[src/rtl/bpred_pkg.sv]
package bpred_pkg;

    // hint bit 1 selects the source, hint bit 0 the static polarity
    typedef enum logic {
        SRC_STATIC  = 1'b0,
        SRC_DYNAMIC = 1'b1
    } src_e;

    typedef enum logic {
        POL_BACK_TAKEN = 1'b0,
        POL_FWD_TAKEN  = 1'b1
    } pol_e;

    typedef struct packed {
        src_e source;
        pol_e polarity;
    } hint_t;

endpackage

[src/rtl/static_dir.sv]
module static_dir
    import bpred_pkg::*;
(
    input  logic backward,
    input  pol_e polarity,
    output logic taken
);
    always_comb begin
        unique case (polarity)
            POL_BACK_TAKEN: taken = backward;
            POL_FWD_TAKEN:  taken = ~backward;
            default:        taken = 1'b0;
        endcase
    end
endmodule

[src/rtl/ghist_reg.sv]
module ghist_reg #(
    parameter int HIST_W = 4
) (
    input  logic              clk,
    input  logic              rst,
    input  logic              shift_en,
    input  logic              shift_bit,
    output logic [HIST_W-1:0] hist
);
    typedef struct packed {
        logic [HIST_W-1:0] bits;
    } hist_state_t;

    hist_state_t state_d, state_q;

    always_comb begin
        state_d = state_q;
        if (shift_en) begin
            state_d.bits = {state_q.bits[HIST_W-2:0], shift_bit};
        end
        if (rst) begin
            state_d.bits = '0;
        end
    end

    always_ff @(posedge clk) begin
        state_q <= state_d;
    end

    assign hist = state_q.bits;


    hist_shift_chk: assert property (@(posedge clk) disable iff (rst)
        shift_en |=> (hist[0] == $past(shift_bit))
                  && (hist[HIST_W-1:1] == $past(hist[HIST_W-2:0])));


    hist_hold_chk: assert property (@(posedge clk) disable iff (rst)
        !shift_en |=> $stable(hist));
endmodule

[src/rtl/pattern_table.sv]
module pattern_table #(
    parameter int IDX_W = 4,
    parameter int CNT_W = 2
) (
    input  logic             clk,
    input  logic             rst,
    input  logic [IDX_W-1:0] rd_idx,
    output logic [CNT_W-1:0] rd_ctr,
    input  logic             wr_en,
    input  logic [IDX_W-1:0] wr_idx,
    input  logic             wr_taken
);
    localparam int ENTRIES = 1 << IDX_W;
    localparam logic [CNT_W-1:0] CTR_MAX = {CNT_W{1'b1}};
    localparam logic [CNT_W-1:0] CTR_MIN = '0;
    localparam logic [CNT_W-1:0] WEAK_NT = CTR_MAX >> 1;

    typedef struct packed {
        logic [ENTRIES-1:0][CNT_W-1:0] ctr;
    } tbl_state_t;

    tbl_state_t state_d, state_q;

    always_comb begin
        state_d = state_q;
        if (wr_en) begin
            if (wr_taken) begin
                if (state_q.ctr[wr_idx] != CTR_MAX) begin
                    state_d.ctr[wr_idx] = state_q.ctr[wr_idx] + CNT_W'(1);
                end
            end else begin
                if (state_q.ctr[wr_idx] != CTR_MIN) begin
                    state_d.ctr[wr_idx] = state_q.ctr[wr_idx] - CNT_W'(1);
                end
            end
        end
        if (rst) begin
            for (int e = 0; e < ENTRIES; e++) begin
                state_d.ctr[e] = WEAK_NT;
            end
        end
    end

    always_ff @(posedge clk) begin
        state_q <= state_d;
    end

    assign rd_ctr = state_q.ctr[rd_idx];


    ctr_top_sat_chk: assert property (@(posedge clk) disable iff (rst)
        (wr_en && wr_taken && state_q.ctr[wr_idx] == CTR_MAX)
        |=> state_q.ctr[$past(wr_idx)] == CTR_MAX);


    ctr_bot_sat_chk: assert property (@(posedge clk) disable iff (rst)
        (wr_en && !wr_taken && state_q.ctr[wr_idx] == CTR_MIN)
        |=> state_q.ctr[$past(wr_idx)] == CTR_MIN);


    ctr_step_up_chk: assert property (@(posedge clk) disable iff (rst)
        (wr_en && wr_taken && state_q.ctr[wr_idx] != CTR_MAX)
        |=> state_q.ctr[$past(wr_idx)] == $past(state_q.ctr[wr_idx]) + CNT_W'(1));


    tbl_untouched_chk: assert property (@(posedge clk) disable iff (rst)
        !wr_en |=> $stable(state_q));
endmodule

[src/rtl/access_ctr.sv]
module access_ctr #(
    parameter int ACC_W = 32
) (
    input  logic             clk,
    input  logic             rst,
    input  logic             inc,
    output logic [ACC_W-1:0] count
);
    typedef struct packed {
        logic [ACC_W-1:0] value;
    } acc_state_t;

    acc_state_t state_d, state_q;

    always_comb begin
        state_d = state_q;
        if (inc) begin
            state_d.value = state_q.value + ACC_W'(1);
        end
        if (rst) begin
            state_d.value = '0;
        end
    end

    always_ff @(posedge clk) begin
        state_q <= state_d;
    end

    assign count = state_q.value;


    acc_step_chk: assert property (@(posedge clk) disable iff (rst)
        inc |=> count == $past(count) + ACC_W'(1));


    acc_hold_chk: assert property (@(posedge clk) disable iff (rst)
        !inc |=> $stable(count));
endmodule

[src/rtl/hybrid_bpred.sv]
module hybrid_bpred
    import bpred_pkg::*;
#(
    parameter int PC_W   = 32,
    parameter int PC_LSB = 2,
    parameter int IDX_W  = 4,
    parameter int CNT_W  = 2,
    parameter int ACC_W  = 32
) (
    input  logic             clk,
    input  logic             rst,
    input  logic             fetch_valid,
    input  logic [PC_W-1:0]  fetch_pc,
    input  logic             fetch_backward,
    input  logic [1:0]       fetch_hint,
    input  logic             res_valid,
    input  logic             res_taken,
    input  logic             res_dynamic,
    input  logic [IDX_W-1:0] res_index,
    output logic             pred_taken,
    output logic [IDX_W-1:0] pred_index,
    output logic [ACC_W-1:0] access_count
);
    localparam int HIST_W = IDX_W;
    localparam int PC_HI  = PC_LSB + IDX_W;

    hint_t             hint;
    logic [HIST_W-1:0] hist;
    logic [CNT_W-1:0]  ctr;
    logic              static_taken;
    logic              dyn_read;
    logic              dyn_write;
    logic              unused_pc_bits;

    assign hint           = hint_t'(fetch_hint);
    assign unused_pc_bits = ^{fetch_pc[PC_W-1:PC_HI], fetch_pc[PC_LSB-1:0]};
    assign pred_index     = fetch_pc[PC_HI-1:PC_LSB] ^ hist;
    assign dyn_read       = fetch_valid && (hint.source == SRC_DYNAMIC);
    assign dyn_write      = res_valid && res_dynamic;

    static_dir i_static (
        .backward (fetch_backward),
        .polarity (hint.polarity),
        .taken    (static_taken)
    );

    ghist_reg #(.HIST_W(HIST_W)) i_hist (
        .clk       (clk),
        .rst       (rst),
        .shift_en  (res_valid),
        .shift_bit (res_taken),
        .hist      (hist)
    );

    pattern_table #(.IDX_W(IDX_W), .CNT_W(CNT_W)) i_table (
        .clk      (clk),
        .rst      (rst),
        .rd_idx   (pred_index),
        .rd_ctr   (ctr),
        .wr_en    (dyn_write),
        .wr_idx   (res_index),
        .wr_taken (res_taken)
    );

    access_ctr #(.ACC_W(ACC_W)) i_acc (
        .clk   (clk),
        .rst   (rst),
        .inc   (dyn_read),
        .count (access_count)
    );

    always_comb begin
        if (!fetch_valid) begin
            pred_taken = 1'b0;
        end else if (hint.source == SRC_DYNAMIC) begin
            pred_taken = ctr[CNT_W-1];
        end else begin
            pred_taken = static_taken;
        end
    end


    idle_no_pred_chk: assert property (@(posedge clk) disable iff (rst)
        !fetch_valid |-> !pred_taken);


    back_taken_rule_chk: assert property (@(posedge clk) disable iff (rst)
        (fetch_valid && fetch_hint == 2'b00) |-> pred_taken == fetch_backward);


    fwd_taken_rule_chk: assert property (@(posedge clk) disable iff (rst)
        (fetch_valid && fetch_hint == 2'b01) |-> pred_taken != fetch_backward);


    static_no_read_chk: assert property (@(posedge clk) disable iff (rst)
        (fetch_valid && !fetch_hint[1]) |=> access_count == $past(access_count));
endmodule

[config.mk]
export PLATFORM = sky130hd
export DESIGN_NAME = hybrid_bpred
export DESIGN_NICKNAME = d
export VERILOG_FILES = /design/src/rtl/bpred_pkg.sv /design/src/rtl/static_dir.sv /design/src/rtl/ghist_reg.sv /design/src/rtl/pattern_table.sv /design/src/rtl/access_ctr.sv /design/src/rtl/hybrid_bpred.sv
export SDC_FILE = /design/constraint.sdc
export NUM_CORES = 1
export LEC_CHECK = 0
export ABC_AREA = 1
export BUFFER_PORTS_ARGS = -buffer_cell sky130_fd_sc_hd__buf_2
export CORE_UTILIZATION = 60
export CTS_BUF_LIST = sky130_fd_sc_hd__clkbuf_8
export DETAILED_ROUTE_END_ITERATION = 10
export GPL_ROUTABILITY_DRIVEN = 0
export PLACE_DENSITY = 0.93
export SYNTH_ARGS = -nofsm -noshare
export SYNTH_HDL_FRONTEND = slang
export SYNTH_SLANG_ARGS = --single-unit
export TNS_END_PERCENT = 50
[constraint.sdc]
create_clock -name clk -period 6.7 [get_ports clk]
set_input_delay 0.335 -clock clk [delete_from_list [all_inputs] [get_ports clk]]
set_output_delay 0.335 -clock clk [all_outputs]
set_load 0.01 [all_outputs]
==> results of run 1 <==
## logic make-up after synthesis
group | synth area share [%]
AO/OA/AOI/OAI | 14.2
XOR/XNOR | 2.40
adder cells (fa/ha/maj) | 1.03
buffers and inverters | 8.26
flip-flops | 37.3
AND/OR/NAND/NOR | 36.8
## critical path, delay by kind of cell (launching register included)
kind | cells | cell delay, ns
buffers and inverters | 2 | 0.10
adder cells (fa/ha/maj) | 1 | 0.23
flip-flops | 1 | 0.30
AND/OR/NAND/NOR | 3 | 0.74
AO/OA/AOI/OAI | 5 | 1.52
## per-stage QoR
stage / power [mW] / utilization (%) / cell area [sq um] / worst slack [ns] / std cells
after floorplan: 0.479 / - / 3650 / 4.42 / 569
after global placement: 0.501 / 67.3 / 3960 / 3.56 / 687
after detailed placement: 0.504 / 67.3 / 3960 / 3.42 / 687
after CTS: 0.791 / 70.2 / 4130 / 3.74 / 702
after global routing: 0.820 / 70.2 / 4130 / 3.42 / 702
final: 0.791 / 70.2 / 4130 / 3.66 / 702
## cells in the final DEF (no fill, tap or decap), drive strengths merged
cell type,netlist,layout
nand3b,3,3
nor3,14,14
o21a,3,3
nand3,34,34
a21oi,37,37
clkbuf,7,11
ha,3,3
xnor2,5,5
a31o,1,1
a31oi,1,1
nor2,105,105
o21ai,37,37
inv,68,70
nor3b,1,1
buf,3,53
nand2,153,153
xor2,5,5
o22ai,8,8
clkinv,0,2
dfxtp,68,68
nand4,5,5
a22oi,7,7
o21bai,1,1
## per-layer routing
layer  track usage, %  up-vias  share of wire [%]
met5                0        -                  0
met4             10.7        0                2.0
met3             6.40       19                6.5
met2             50.5      169                 48
met1             36.3     1810                 43
li1                 -     1930                  -
## power breakdown
| group | leakage [nW] | switching [mW] | internal, mW |
|---|---|---|---|
| clock network | 0.0976 | 0.146 | 0.149 |
| registers | 0.550 | 0.00391 | 0.409 |
| logic | 1.15 | 0.0581 | 0.0252 |
| total | 1.79 | 0.208 | 0.583 |
## final cells by class
| cell class | instances | area [sq um] |
|---|---|---|
| Clock inverter | 4 | 17.5 |
| Inverter | 68 | 255 |
| Clock buffer | 11 | 151 |
| Tap cell | 75 | 93.8 |
| Multi-Input combinational cell | 423 | 1990 |
| Timing Repair Buffer | 53 | 265 |
| Sequential cell | 68 | 1360 |
| Fill cell | 500 | 1750 |
## path summary, 6_finish.rpt
check                               startpoint                  end  slack (ns)  cells after the start
worst max-delay path                      flop  i_table.state_q[17]        3.66                     11
worst max register to register            flop  i_table.state_q[17]        3.66                     11
worst min-delay path                 res_valid       i_hist.hist[1]        0.24                      2
worst min register to register  i_acc.count[5]       i_acc.count[5]        0.52                      2
==> results.yml, run 1 <==
outcome:
  run_status: "completed"
drt:
  route.detailed.drc: 0
  totalWireLength_mm: 8.99
  vias_per_cell: 5.60
  route.detailed.wl_per_inst_um: 12.8
  vias: 3928
  drt_first_pass_iters: 5
  drtIter0Drc: 295
  drtAntennaViolNets: 0
floorplanning:
  chipWidth_um: 80.0
  core_area_sq_mm: 0.00589
  start_util_pct: 62.0
  rows: 28
  die_h_um: 80.0
  io_pins: 82
  die-area_sq_mm: 0.00640
clock_tree:
  cts_tree: "yes"
  cts_inserted_buffers: 9
  cts_max_level: 3
  cts_buffer_depth: 2
  cts_sinks: 68
  hold_buffers: 0
  cts_root_buf: "clkbuf_8"
  path_clk_slew_ns: 0.07
  post_cts_resized: 0
  insertion_delay_ns: 0.34
  post_cts_buffers: 0
setup_path:
  worst_ep_arrival_time_ns: 3.25
  cpMaxStageDelayCell: "o21ai_1"
  setup.worst_path.end_class: "flop"
  crit_type: "flop to flop"
  slowest_delay_ns: 0.92
  critPathMaxFanout: 18
  cp.required_ns: 6.91
  crit_chain: "inv_1 > o22ai_1 > o21ai_0 > nand2_1 > nor2_4 > ha_1 > inv_1 > o21ai_1 > nor2_1 > o21ai_0 > a21oi_1"
  worstSetupStartpointType: "flop"
global_route:
  gr-total-overflow: 0
  grt_util_all_layers_pct: 29.5
  grt_pass1_wl_mm: 14.9
  grt_pass1_vias: 3440
  grt_max_degree: 39
  antenna_found_initial: 0
yosys:
  synth_area_sq_mm: 0.00365
  ys_top_cells_by_count: "151 x nand2_1, 96 x nor2_1, 68 x dfxtp_1"
  synth_cells: 569
  synthMostInstantiatedCell: "nand2_1"
  avgSynthCellArea_sq_um: 6.42
  yosysTopAreaCellShare_pct: 37.3
  syn_nets: 617
  yosysSeqAreaShare_pct: 37.3
  yosysWarnings: 0
  synth_ff_type: "dfxtp_1"
  synth_seq_cells: 68
  synth_edf_count: 0
  synth_top_cell_by_area: "dfxtp_1"
  async_reset_ff_share_pct: 0
  ys_types: 32
  synth_area_leaders: "dfxtp_1 37%, nand2_1 16%, nor2_1 9.9%"
sta:
  drv_slew: 0
  relSlewSlack_pct: 18.4
  rsz0062_at_grt: "false"
  fmax_mhz: 329
  period_share_pct: 45.4
  tightest_slew_ns: 1.22
  period_minus_slack_ns: 3.04
  hold_viol_final: 0
  timing.setup.tns_ns: 0
  skew_ns: 0.00553
  holdWs_ns: 0.245
  setup_viol: 0
power_and_ir_drop:
  ir_drop_mv: 0.200
  p_per_area_mw_per_mm2: 191
  p_leak_nw: 1.79
finish:
  num-nets-final: 671
  drive_above_1_share_pct: 13.7
  syn_to_final_growth_pct: 13.2
  num_antenna_cells: 0
worst_hold_path:
  hold_class: "input pin to flop"
placed_design:
  dp_hpwl_mm: 6.52
  io_buffer_count: 53
run:
  maxCapViolCount: 0
Power figures use the tool's default switching activity.
==> inputs of run 2 (changes only) <==
--- a/config.mk
+++ b/config.mk
@@ -7,11 +7,11 @@
 export LEC_CHECK = 0
 export ABC_AREA = 1
 export BUFFER_PORTS_ARGS = -buffer_cell sky130_fd_sc_hd__buf_2
-export CORE_UTILIZATION = 60
+export CORE_UTILIZATION = 51
 export CTS_BUF_LIST = sky130_fd_sc_hd__clkbuf_8
 export DETAILED_ROUTE_END_ITERATION = 10
 export GPL_ROUTABILITY_DRIVEN = 0
-export PLACE_DENSITY = 0.93
+export PLACE_DENSITY = 0.85
 export SYNTH_ARGS = -nofsm -noshare
 export SYNTH_HDL_FRONTEND = slang
 export SYNTH_SLANG_ARGS = --single-unit
==> constraint.sdc (replaced) <==
create_clock -name clk -period 2.7 [get_ports clk]
set_input_delay 0.135 -clock clk [delete_from_list [all_inputs] [get_ports clk]]
set_output_delay 0.135 -clock clk [all_outputs]
set_load 0.01 [all_outputs]
==> run 2 against run 1 <==
  * Total power rose to 2.8 times the previous value
  * Critical path depth increased by 2
  * Via count is essentially flat
  * First-iteration DRC count is 2.7% lower
  * Fmax is 30% higher
  * Worst hold slack lost 0.21 ns
  * Clock-buffer cell count shrank 2
  * Flip-flop and latch count unchanged
==> results.yml, run 2 (synthesis results as in run 1) <==
sta:
  holdWs_ns: 0.0311
  relSlewSlack_pct: 32.4
  setup_viol: 0
  drv_slew: 0
  tightest_slew_ns: 1.01
  skew_ns: 0.0163
  hold_viol_final: 0
  timing.setup.tns_ns: 0
  period_minus_slack_ns: 2.33
  fmax_mhz: 428
  period_share_pct: 86.5
  rsz0062_at_grt: "false"
clock_tree:
  post_cts_resized: 0
  cts_sinks: 68
  cts_buffer_depth: 2
  path_clk_slew_ns: 0.07
  cts_max_level: 3
  post_cts_buffers: 0
  insertion_delay_ns: 0.36
  hold_buffers: 0
  cts_inserted_buffers: 9
  cts_root_buf: "clkbuf_8"
  cts_tree: "yes"
setup_path:
  rr_endpoint: "i_table.state_q[29]"
  cp.required_ns: 2.98
  setup.worst_path.end_class: "flop"
  worstRegToRegCells: 13
  crit_family: "compound AO/OA/AOI/OAI gates"
  worst_ep_arrival_time_ns: 2.61
  critPathMaxFanout: 16
  slowest_delay_ns: 0.35
  cpMaxStageDelayCell: "nor3_1"
  crit_type: "flop to flop"
  crit_chain: "inv_1 > o22ai_1 > o21ai_1 > nand2_1 > nor2_4 > inv_1 > ha_1 > a21oi_1 > o21ai_1 > buf_4 > nor3_1 > o21ai_0 > a21oi_1"
  ff2ff_setup_slack_ns: 0.37
  worstSetupStartpointType: "flop"
  cp_num_buf_inv: 3
floorplanning:
  die-area_sq_mm: 0.00750
  core_area_sq_mm: 0.00687
  io_pins: 82
  start_util_pct: 53.2
  rows: 30
  chipWidth_um: 86.6
  die_h_um: 86.6
global_route:
  grt_pass1_vias: 3493
  grt_util_all_layers_pct: 25.6
  grt_pass1_wl_mm: 15.3
  antenna_found_initial: 0
  grt_max_degree: 39
  gr-total-overflow: 0
finish:
  final_cell_mix: "151 x nand2_1, 96 x nor2_1, 68 x dfxtp_1, 65 x inv_1, 53 x buf_2"
  syn_to_final_growth_pct: 16.7
  num-nets-final: 677
  regArea_sq_mm: 0.00136
  nFillCells: 617
  num_antenna_cells: 0
  final_common_cell: "nand2_1"
  fin_cells: 730
  multi_input_area_sq_mm: 0.00199
  final_cell_area_sq_mm: 0.00426
  drive_above_1_share_pct: 15.0
power_and_ir_drop:
  pwr-share-clk_pct: 43.4
  combPwrFrac_pct: 10.0
  p_total_mw: 2.20
  p_sw_share_pct: 26.7
  p_leak_nw: 1.84
  p_int_mw: 1.61
  p_switching_mw: 0.586
  p_per_area_mw_per_mm2: 515
  ir_drop_mv: 0.445
  p_seq_share_pct: 46.6
outcome:
  run_status: "completed"
drt:
  drt_first_pass_iters: 5
  drtAntennaViolNets: 0
  vias: 3930
  route.detailed.drc: 0
  drtIter0Drc: 287
  route.detailed.wl_per_inst_um: 12.7
  vias_per_cell: 5.38
  totalWireLength_mm: 9.31
placed_design:
  dp_cells: 714
  placed_area_sq_mm: 0.00404
  io_buffer_count: 53
  dp_hpwl_mm: 6.75
worst_hold_path:
  hold_depth: 2
  hold_class: "input pin to flop"
  hp-start: "res_valid"
  whs_endpoint: "i_hist.hist[1]"
run:
  maxCapViolCount: 0
run 2: power groups by stage:
stage          Sequential (mW)  Clock [mW]  Combinational (mW)
5_1_grt                   1.02       0.990               0.244
3_5_place_dp              1.05           0               0.215
2_1_floorplan             1.04           0               0.143
4_1_cts                   1.02       0.959               0.217
3_3_place_gp              1.05           0               0.209
6_report                  1.02       0.952               0.220
run 2: how the worst max path moves through the flow:
stage	from	to	slack, ns	cells past startpoint
2_1_floorplan	flop	flop	0.59	15
3_5_place_dp	res_index[0]	i_table.state_q[29]	0.21	15
3_3_place_gp	res_index[1]	i_table.state_q[29]	0.38	14
6_report	flop	i_table.state_q[29]	0.37	13
4_1_cts	flop	i_table.state_q[29]	0.38	13
5_1_grt	flop	i_table.state_q[31]	0.13	13
run 2: per-layer routing:
metal | part of all wire (%) | vias to the layer above | GRT usage (%)
li1 | - | 1945 | -
met1 | 43 | 1782 | 31.4
met2 | 47 | 175 | 43.1
met3 | 7.2 | 28 | 5.05
met4 | 2.7 | 0 | 12.4
met5 | 0 | - | 0
run 2: layout make-up:
| type | count | area share (%) |
|---|---|---|
| clock inverter | 7 | 2.35 |
| clock buffer | 9 | 2.91 |
| tap | 96 | 2.82 |
| multi-input combinational | 423 | 46.7 |
| inverter | 68 | 5.99 |
| sequential | 68 | 32.0 |
| timing repair buffer | 59 | 7.29 |
run 2: stage by stage:
| step | setup WS, ns | utilization, % |
|---|---|---|
| after floorplan | 0.591 | - |
| after global placement | 0.377 | 58.7 |
| after detailed placement | 0.205 | 58.7 |
| after CTS | 0.378 | 62.0 |
| after global routing | 0.133 | 62.0 |
| final | 0.366 | 62.0 |
